--- src/rtl/supertile_pkg.sv ---
package supertile_pkg;

    typedef enum logic [1:0] {
        LAYOUT_PLAIN       = 2'd0,
        LAYOUT_SUPER       = 2'd1,
        LAYOUT_SPLIT_PLAIN = 2'd2,
        LAYOUT_SPLIT_SUPER = 2'd3
    } layout_e;

    typedef enum logic {
        ST_EMPTY = 1'b0,
        ST_FULL  = 1'b1
    } stage_state_e;

    localparam int TILE_LOG2   = 2;   // 4x4 pixel tiles
    localparam int SUPER_LOG2  = 6;   // 64x64 pixel super-tiles
    localparam int INNER_BITS  = 2 * TILE_LOG2;

endpackage

--- src/rtl/tile_locator.sv ---
module tile_locator
    import supertile_pkg::*;
#(
    parameter int COORD_W = 12,
    parameter int ADDR_W  = 32,
    parameter int WST_W   = 6
) (
    input  logic [COORD_W-1:0]    x,
    input  logic [COORD_W-1:0]    y,
    input  logic                  super_mode,
    input  logic [WST_W-1:0]      width_st,
    output logic [ADDR_W-1:0]     tile_idx,
    output logic [INNER_BITS-1:0] inner,
    output logic                  odd_tile
);
    localparam int TCOORD_W = COORD_W - TILE_LOG2;
    localparam int SCOORD_W = COORD_W - SUPER_LOG2;

    logic [TCOORD_W-1:0] tx, ty;
    logic [SCOORD_W-1:0] sx, sy;
    logic [ADDR_W-1:0]   tiles_per_row;
    logic [ADDR_W-1:0]   plain_idx;
    logic [ADDR_W-1:0]   super_num;
    logic [ADDR_W-1:0]   super_idx;

    always_comb begin
        tx = x[COORD_W-1:TILE_LOG2];
        ty = y[COORD_W-1:TILE_LOG2];
        sx = x[COORD_W-1:SUPER_LOG2];
        sy = y[COORD_W-1:SUPER_LOG2];
        inner = {y[TILE_LOG2-1:0], x[TILE_LOG2-1:0]};
        odd_tile = x[TILE_LOG2];

        // Raster order of 4x4 tiles; one super-tile spans 16 tiles across.
        tiles_per_row = ADDR_W'(width_st) << (SUPER_LOG2 - TILE_LOG2);
        plain_idx = ADDR_W'(ty) * tiles_per_row + ADDR_W'(tx);

        // Super-tile number, then group (3 bits across, 2 down), then tile (1 across, 2 down).
        super_num = ADDR_W'(sy) * ADDR_W'(width_st) + ADDR_W'(sx);
        super_idx = (super_num << 8)
                  | ADDR_W'({y[5:4], x[5:3], y[3:2], x[2]});

        tile_idx = super_mode ? super_idx : plain_idx;
    end
endmodule

--- src/rtl/addr_composer.sv ---
module addr_composer
    import supertile_pkg::*;
#(
    parameter int ADDR_W = 32
) (
    input  logic [ADDR_W-1:0]     tile_idx,
    input  logic [INNER_BITS-1:0] inner,
    input  logic                  split,
    input  logic                  odd_tile,
    input  logic [1:0]            pix_shift,
    input  logic [ADDR_W-1:0]     base0,
    input  logic [ADDR_W-1:0]     base1,
    output logic [ADDR_W-1:0]     addr
);
    logic [ADDR_W-1:0] tile_sel;
    logic [ADDR_W-1:0] pix_off;
    logic [1:0]        shamt;
    logic [ADDR_W-1:0] base_sel;

    always_comb begin
        tile_sel = split ? (tile_idx >> 1) : tile_idx;
        pix_off  = (tile_sel << INNER_BITS) | ADDR_W'(inner);
        shamt    = (pix_shift == 2'd3) ? 2'd2 : pix_shift;
        base_sel = (split && odd_tile) ? base1 : base0;
        addr     = base_sel + (pix_off << shamt);
    end
endmodule

--- src/rtl/supertile_addr_gen.sv ---
module supertile_addr_gen
    import supertile_pkg::*;
#(
    parameter int COORD_W = 12,
    parameter int ADDR_W  = 32,
    parameter int WST_W   = 6
) (
    input  logic               clk,
    input  logic               rst,
    input  logic               in_valid,
    output logic               in_ready,
    input  logic [COORD_W-1:0] in_x,
    input  logic [COORD_W-1:0] in_y,
    input  logic [1:0]         in_mode,
    input  logic [1:0]         in_pix_shift,
    input  logic [WST_W-1:0]   in_width_st,
    input  logic [ADDR_W-1:0]  in_base0,
    input  logic [ADDR_W-1:0]  in_base1,
    output logic               out_valid,
    input  logic               out_ready,
    output logic [ADDR_W-1:0]  out_addr
);
    stage_state_e state_q, state_d;

    logic [ADDR_W-1:0]     tile_idx;
    logic [INNER_BITS-1:0] inner;
    logic                  odd_tile;
    logic [ADDR_W-1:0]     addr_d;
    logic [ADDR_W-1:0]     addr_q;
    logic                  load;
    layout_e               layout;

    assign layout = layout_e'(in_mode);

    tile_locator #(.COORD_W(COORD_W), .ADDR_W(ADDR_W), .WST_W(WST_W)) u_loc (
        .x          (in_x),
        .y          (in_y),
        .super_mode (layout == LAYOUT_SUPER || layout == LAYOUT_SPLIT_SUPER),
        .width_st   (in_width_st),
        .tile_idx   (tile_idx),
        .inner      (inner),
        .odd_tile   (odd_tile)
    );

    addr_composer #(.ADDR_W(ADDR_W)) u_comp (
        .tile_idx  (tile_idx),
        .inner     (inner),
        .split     (layout == LAYOUT_SPLIT_PLAIN || layout == LAYOUT_SPLIT_SUPER),
        .odd_tile  (odd_tile),
        .pix_shift (in_pix_shift),
        .base0     (in_base0),
        .base1     (in_base1),
        .addr      (addr_d)
    );

    // Next-state logic: TR_LOAD, TR_DRAIN, TR_REFILL, TR_STALL.
    always_comb begin
        state_d = state_q;
        unique case (state_q)
            ST_EMPTY: if (in_valid) state_d = ST_FULL;
            ST_FULL:  if (out_ready && !in_valid) state_d = ST_EMPTY;
        endcase
    end

    // State register.
    always_ff @(posedge clk) begin
        if (rst) state_q <= ST_EMPTY;
        else     state_q <= state_d;
    end

    // Output decode.
    always_comb begin
        out_valid = 1'b0;
        in_ready  = 1'b1;
        unique case (state_q)
            ST_EMPTY: begin out_valid = 1'b0; in_ready = 1'b1;      end
            ST_FULL:  begin out_valid = 1'b1; in_ready = out_ready; end
        endcase
    end

    assign load = in_valid && in_ready;

    always_ff @(posedge clk) begin
        if (rst)       addr_q <= '0;
        else if (load) addr_q <= addr_d;
    end

    assign out_addr = addr_q;
endmodule

--- config.mk ---
export PLATFORM = sky130hd
export DESIGN_NAME = supertile_addr_gen
export DESIGN_NICKNAME = d
export VERILOG_FILES = /design/src/rtl/supertile_pkg.sv /design/src/rtl/tile_locator.sv /design/src/rtl/addr_composer.sv /design/src/rtl/supertile_addr_gen.sv
export SDC_FILE = /design/constraint.sdc
export NUM_CORES = 1
export LEC_CHECK = 0
export BUFFER_PORTS_ARGS = -buffer_cell sky130_fd_sc_hd__buf_2
export CAP_MARGIN = 15
export CORE_UTILIZATION = 40
export DETAILED_ROUTE_END_ITERATION = 16
export GPL_TIMING_DRIVEN = 1
export HOLD_SLACK_MARGIN = 0.15
export PLACE_DENSITY = 0.68
export SLEW_MARGIN = 30
export SYNTH_ARGS = -nofsm -noshare
export SYNTH_HDL_FRONTEND = slang
export SYNTH_HIERARCHICAL = 1
export SYNTH_SLANG_ARGS = --single-unit
--- constraint.sdc ---
create_clock -name clk -period 22.5 [get_ports clk]
set_input_delay 4.5 -clock clk [delete_from_list [all_inputs] [get_ports clk]]
set_output_delay 4.5 -clock clk [all_outputs]
set_load 0.02 [all_outputs]
==> qor.txt, run 1 <==
RSZ-0062 raised after global routing -> false
GP Congestion -> 0.866
Critical path peak fanout -> 10
Clock Sinks -> 33
Dpl hpwl -> 16300 microns
Vias in the first global route -> 7198
Worst IR drop on VDD -> 0.0367 mV
Syn Std Cell Area -> 8210 sq um
Initial antenna violation count -> 1
Wirelength per Cell -> 14.1 microns
# IOs -> 136
Worst hold start -> out_addr[20]$_SDFFE_PP0P_
Via density per instance -> 5.30
First-pass GRT wire length -> 33400 microns
CTS tree -> yes
GRT Total Usage -> 18.8%
Area Overhead vs Synth -> 9.74%
# hold bufs at CTS -> 0
Placed cells -> 1385
Max frequency -> 89.8 MHz
Post-CTS Setup Bufs -> 0
First-pass iteration count of the detailed router -> 5
Core Box Area -> 20200 sq um
Clock Tree Root -> clkbuf_16
Worst Path Class, Setup -> primary input to flop
Die Span X -> 145 microns
Die ar. -> 21100 sq um
Maxcap violations -> 0
Final min period -> 11130 ps
Clock-pin slew on the worst setup and hold paths -> 50 ps
CP Capture Type -> flop
Status -> completed
Syn avg cell area -> 7.86 sq um
Critical Path Max Stage Delay -> 550 ps
Worst-margin pin slew -> 903 ps
Post-DP Area -> 8840 sq um
Worst Hold Class -> flop to flop
Total negative slack -> 0 ps
Endpoints failing hold -> 0
DR iter-0 viols -> 399
Fin worst setup slack -> 11370 ps
CP required -> 22700 ps
Syn Inst Count -> 1045
Worst-Skew Late Latency -> 270 ps
Leakage power -> 4.35 nW
H-Tree Depth -> 2
FP Rows -> 52
Drc violations -> 0
Crit path DAT -> 11330 ps
Clock Skew -> 2.92 ps
Commonest non-fill, non-tap cells in the layout -> 134 x buf_2, 119 x a21oi_1, 105 x nand2_1
Layout cell share with drive strength beyond 1 -> 21.8%
Total CTS buffers -> 5
Final-stage net count -> 1355
Final Non-Filler Cells -> 1394
Most common cell after layout, fill and taps aside -> buf_2
PwrDens -> 91.3 nW/um^2
Pins over their slew limit -> 0
Cell area after layout -> 9010 sq um
Initial core utilization -> 40.7%
Final setup vio count -> 0
Port Buf Inserts -> 135
CTS max path bufs -> 2
Critical-path top delay cell -> fa_1
Fin crit share -> 49.5%
Routed WL -> 19600 microns
CP startpoint kind -> primary input
Max-Slew Margin vs Limit -> 39.8%
Vias -> 7391
Post-DRT Antenna Nets -> 0
Crit path from -> in_width_st[2]
FF-to-FF Start -> state_q$_SDFF_PP0_
Pre-CTS setup slack -> 11100 ps
Cts repair resizes -> 0
GRT overflow -> 0
Largest net degree at the start of global routing -> 67
Yosys warning total -> 6
Die span in y -> 145 microns
[layout make-up]
| type | count | area (sq um) |
|---|---|---|
| Sequential cell | 33 | 661 |
| Tap cell | 270 | 338 |
| Fill cell | 2027 | 11200 |
| Timing Repair Buffer | 136 | 686 |
| Clock buffer | 7 | 143 |
| Antenna cell | 1 | 2.50 |
| Clock inverter | 1 | 30.0 |
| Multi-Input combinational cell | 860 | 6830 |
| Inverter | 86 | 323 |
[registers in the layout, summed over array words and instances, names as in the netlist]
register	flops
state_q	1
out_addr	32
[worst paths after layout]
check        slack, ps                        end  cells past startpoint
max reg2reg      21200  out_addr[30]$_SDFFE_PP0P_                      3
min reg2reg        570  out_addr[20]$_SDFFE_PP0P_                      2
max              11370  out_addr[28]$_SDFFE_PP0P_                     29
min                570  out_addr[20]$_SDFFE_PP0P_                      2
[report_power, final]
| group | internal [W] | switching (W) | total (W) |
|---|---|---|---|
| clock network | 0.0000553 | 0.0000241 | 0.0000794 |
| registers | 0.0000729 | 0.00000581 | 0.0000787 |
| logic | 0.000278 | 0.000387 | 0.000665 |
| total | 0.000406 | 0.000417 | 0.000823 |
[per-layer routing]
metal / share of wire, % / vias up / GRT usage [%]
li1: - / 3783 / -
met2: 48 / 157 / 33.6
met5: 0 / - / 0
met4: 1.7 / 0 / 3.47
met1: 46 / 3429 / 24.4
met3: 4.0 / 22 / 1.86
[critical path, delay by kind of cell]
family | cells | cell delay [ps]
xor gates and xnor gates | 1 | 140
buffers and inverters | 3 | 250
and+or+nand+nor | 5 | 650
muxes | 2 | 240
AOI/OAI and AO/OA | 13 | 3230
adders and majority gates | 5 | 2330
[stage by stage]
stage	hold slack [ps]	power, W	utilization, %
2_1_floorplan	653	0.000618	-
3_3_place_gp	559	0.000734	43.8
3_5_place_dp	561	0.000741	43.8
4_1_cts	569	0.000824	44.7
5_1_grt	587	0.000909	44.7
6_report	566	0.000823	44.7
No activity file was read; power rests on OpenSTA's default activity.
==> run 2, diff against run 1 <==
--- a/config.mk
+++ b/config.mk
@@ -11,7 +11,7 @@
 export DETAILED_ROUTE_END_ITERATION = 16
 export GPL_TIMING_DRIVEN = 1
 export HOLD_SLACK_MARGIN = 0.15
-export PLACE_DENSITY = 0.68
+export PLACE_DENSITY = 0.7
 export SLEW_MARGIN = 30
 export SYNTH_ARGS = -nofsm -noshare
 export SYNTH_HDL_FRONTEND = slang
==> constraint.sdc (replaced) <==
create_clock -name clk -period 10 [get_ports clk]
set_input_delay 2 -clock clk [delete_from_list [all_inputs] [get_ports clk]]
set_output_delay 2 -clock clk [all_outputs]
set_load 0.02 [all_outputs]
==> qor.txt, run 2 (same netlist as run 1, synthesis figures left out) <==
Leakage power -> 4.35 nW (unchanged)
Vias in the first global route -> 7271 (was 7198)
Drc violations -> 0 (unchanged)
Core Box Area -> 20200 sq um (unchanged)
Max frequency -> 114 MHz
Largest net degree at the start of global routing -> 67 (unchanged)
Total negative slack -> 0 ps (unchanged)
Worst Hold Class -> flop to flop (unchanged)
Dpl hpwl -> 16300 microns (about the same)
Worst Path Class, Setup -> primary input to flop (unchanged)
Status -> completed (unchanged)
Commonest non-fill, non-tap cells in the layout -> 134 x buf_2, 119 x a21oi_1, 105 x nand2_1 (unchanged)
Clock-pin slew on the worst setup and hold paths -> 50 ps (about the same)
CP required -> 10200 ps (was 22700 ps)
CP startpoint kind -> primary input (unchanged)
Die span in y -> 145 microns (unchanged)
Endpoints failing hold -> 0 (unchanged)
Fin worst setup slack -> 1240 ps (was 11370 ps)
Clock Skew -> 3.26 ps (was 2.92 ps)
CP Capture Type -> flop (unchanged)
Worst-margin pin slew -> 882 ps (was 903 ps)
Final-stage net count -> 1355 (unchanged)
Cell area after layout -> 9010 sq um (unchanged)
Cts repair resizes -> 0 (unchanged)
Critical path peak fanout -> 10 (unchanged)
Area Overhead vs Synth -> 9.74% (unchanged)
Crit path DAT -> 8960 ps (was 11330 ps)
Port Buf Inserts -> 135 (unchanged)
Reg2reg path depth -> 3 (unchanged)
Vias -> 7428 (was 7391)
Routed WL -> 19800 microns (was 19600 microns)
Worst-Skew Late Latency -> 280 ps (was 270 ps)
Die ar. -> 21100 sq um (unchanged)
Total CTS buffers -> 5 (unchanged)
Post-CTS Setup Bufs -> 0 (unchanged)
Initial antenna violation count -> 1 (unchanged)
Worst R2R Setup Slack -> 8670 ps (was 21200 ps)
Clock Tree Root -> clkbuf_16 (unchanged)
Pre-CTS setup slack -> 1030 ps (was 11100 ps)
Critical Path Max Stage Delay -> 560 ps (was 550 ps)
Final min period -> 8760 ps
Layout cell share with drive strength beyond 1 -> 21.8% (unchanged)
Hold Crit Depth -> 2 (unchanged)
# hold bufs at CTS -> 0 (unchanged)
FP Rows -> 52 (unchanged)
Post-DRT Antenna Nets -> 0 (unchanged)
Final setup vio count -> 0 (unchanged)
H-Tree Depth -> 2 (unchanged)
Multi-input gate area -> 6830 sq um (unchanged)
CP most frequent cell -> a21oi_1
Reg area -> 661 sq um (unchanged)
Critical-path top delay cell -> fa_1 (unchanged)
Most common cell after layout, fill and taps aside -> buf_2 (unchanged)
Worst IR drop on VDD -> 0.0803 mV (was 0.0367 mV)
Max reg flops -> 32 (unchanged)
Number of fill cells in the layout -> 2059 (was 2027)
Wirelength per Cell -> 14.2 microns (was 14.1 microns)
GRT overflow -> 0 (unchanged)
# IOs -> 136 (unchanged)
CTS max path bufs -> 2 (unchanged)
RSZ-0062 raised after global routing -> false (unchanged)
CTS tree -> yes (unchanged)
DR iter-0 viols -> 390 (was 399)
PwrDens -> 206 nW/um^2 (was 91.3 nW/um^2)
Initial core utilization -> 40.7% (unchanged)
Fin crit share -> 87.6%
Pins over their slew limit -> 0 (unchanged)
Max-Slew Margin vs Limit -> 41.2% (was 39.8%)
GP Congestion -> 0.862 (was 0.866)
Die Span X -> 145 microns (unchanged)
First-pass iteration count of the detailed router -> 5 (unchanged)
Via density per instance -> 5.33 (was 5.30)
Clock Sinks -> 33 (unchanged)
Maxcap violations -> 0 (unchanged)
Post-DP Area -> 8840 sq um (unchanged)
First-pass GRT wire length -> 33600 microns (was 33400 microns)
GRT Total Usage -> 19.0% (was 18.8%)
[run 2: final cells by class]
type / count / share of cell area (%)
clock buffer: 7 / 1.58
tap: 270 / 3.75
multi-input combinational: 860 / 75.8
sequential: 33 / 7.33
clock inverter: 1 / 0.333
inverter: 86 / 3.58
antenna: 1 / 0.0278
timing repair buffer: 136 / 7.61
[run 2: final timing paths]
path | startpoint | end
min | out_addr[9]$_SDFFE_PP0P_ | out_addr[9]$_SDFFE_PP0P_
min reg2reg | out_addr[9]$_SDFFE_PP0P_ | out_addr[9]$_SDFFE_PP0P_
max reg2reg | state_q$_SDFF_PP0_ | out_addr[25]$_SDFFE_PP0P_
max | in_width_st[2] | out_addr[31]$_SDFFE_PP0P_
[run 2: layer usage]
layer	GRT usage (%)	vias up	share of wire, %	wire (microns)
li1	-	3781	-	-
met1	24.0	3477	46	9050
met2	34.2	139	49	9660
met3	1.82	31	2.8	563
met4	5.32	0	2.5	485
met5	0	-	0	0
[run 2: metrics by stage]
| step | std cells | hold slack [ps] | power [W] | utilization (%) |
|---|---|---|---|---|
| after floorplan | 1052 | 653 | 0.00139 | - |
| after global placement | 1385 | 559 | 0.00165 | 43.8 |
| after detailed placement | 1385 | 562 | 0.00166 | 43.8 |
| after CTS | 1393 | 570 | 0.00185 | 44.7 |
| after global routing | 1394 | 588 | 0.00205 | 44.7 |
| final | 1394 | 568 | 0.00185 | 44.7 |
[run 2: power by group]
| group | switching, W | internal, W | total, W |
|---|---|---|---|
| Combinational | 0.000871 | 0.000625 | 0.00150 |
| Sequential | 0.0000125 | 0.000164 | 0.000176 |
| Clock | 0.0000559 | 0.000124 | 0.000180 |
| Total | 0.000939 | 0.000913 | 0.00185 |
[run 2: critical path, delay by kind of cell]
family / cells / cell delay [ps]
xor gates and xnor gates: 1 / 170
adders and majority gates: 5 / 2240
AOI/OAI and AO/OA: 14 / 3430
buffers and inverters: 3 / 260
and+or+nand+nor: 4 / 530
muxes: 2 / 330
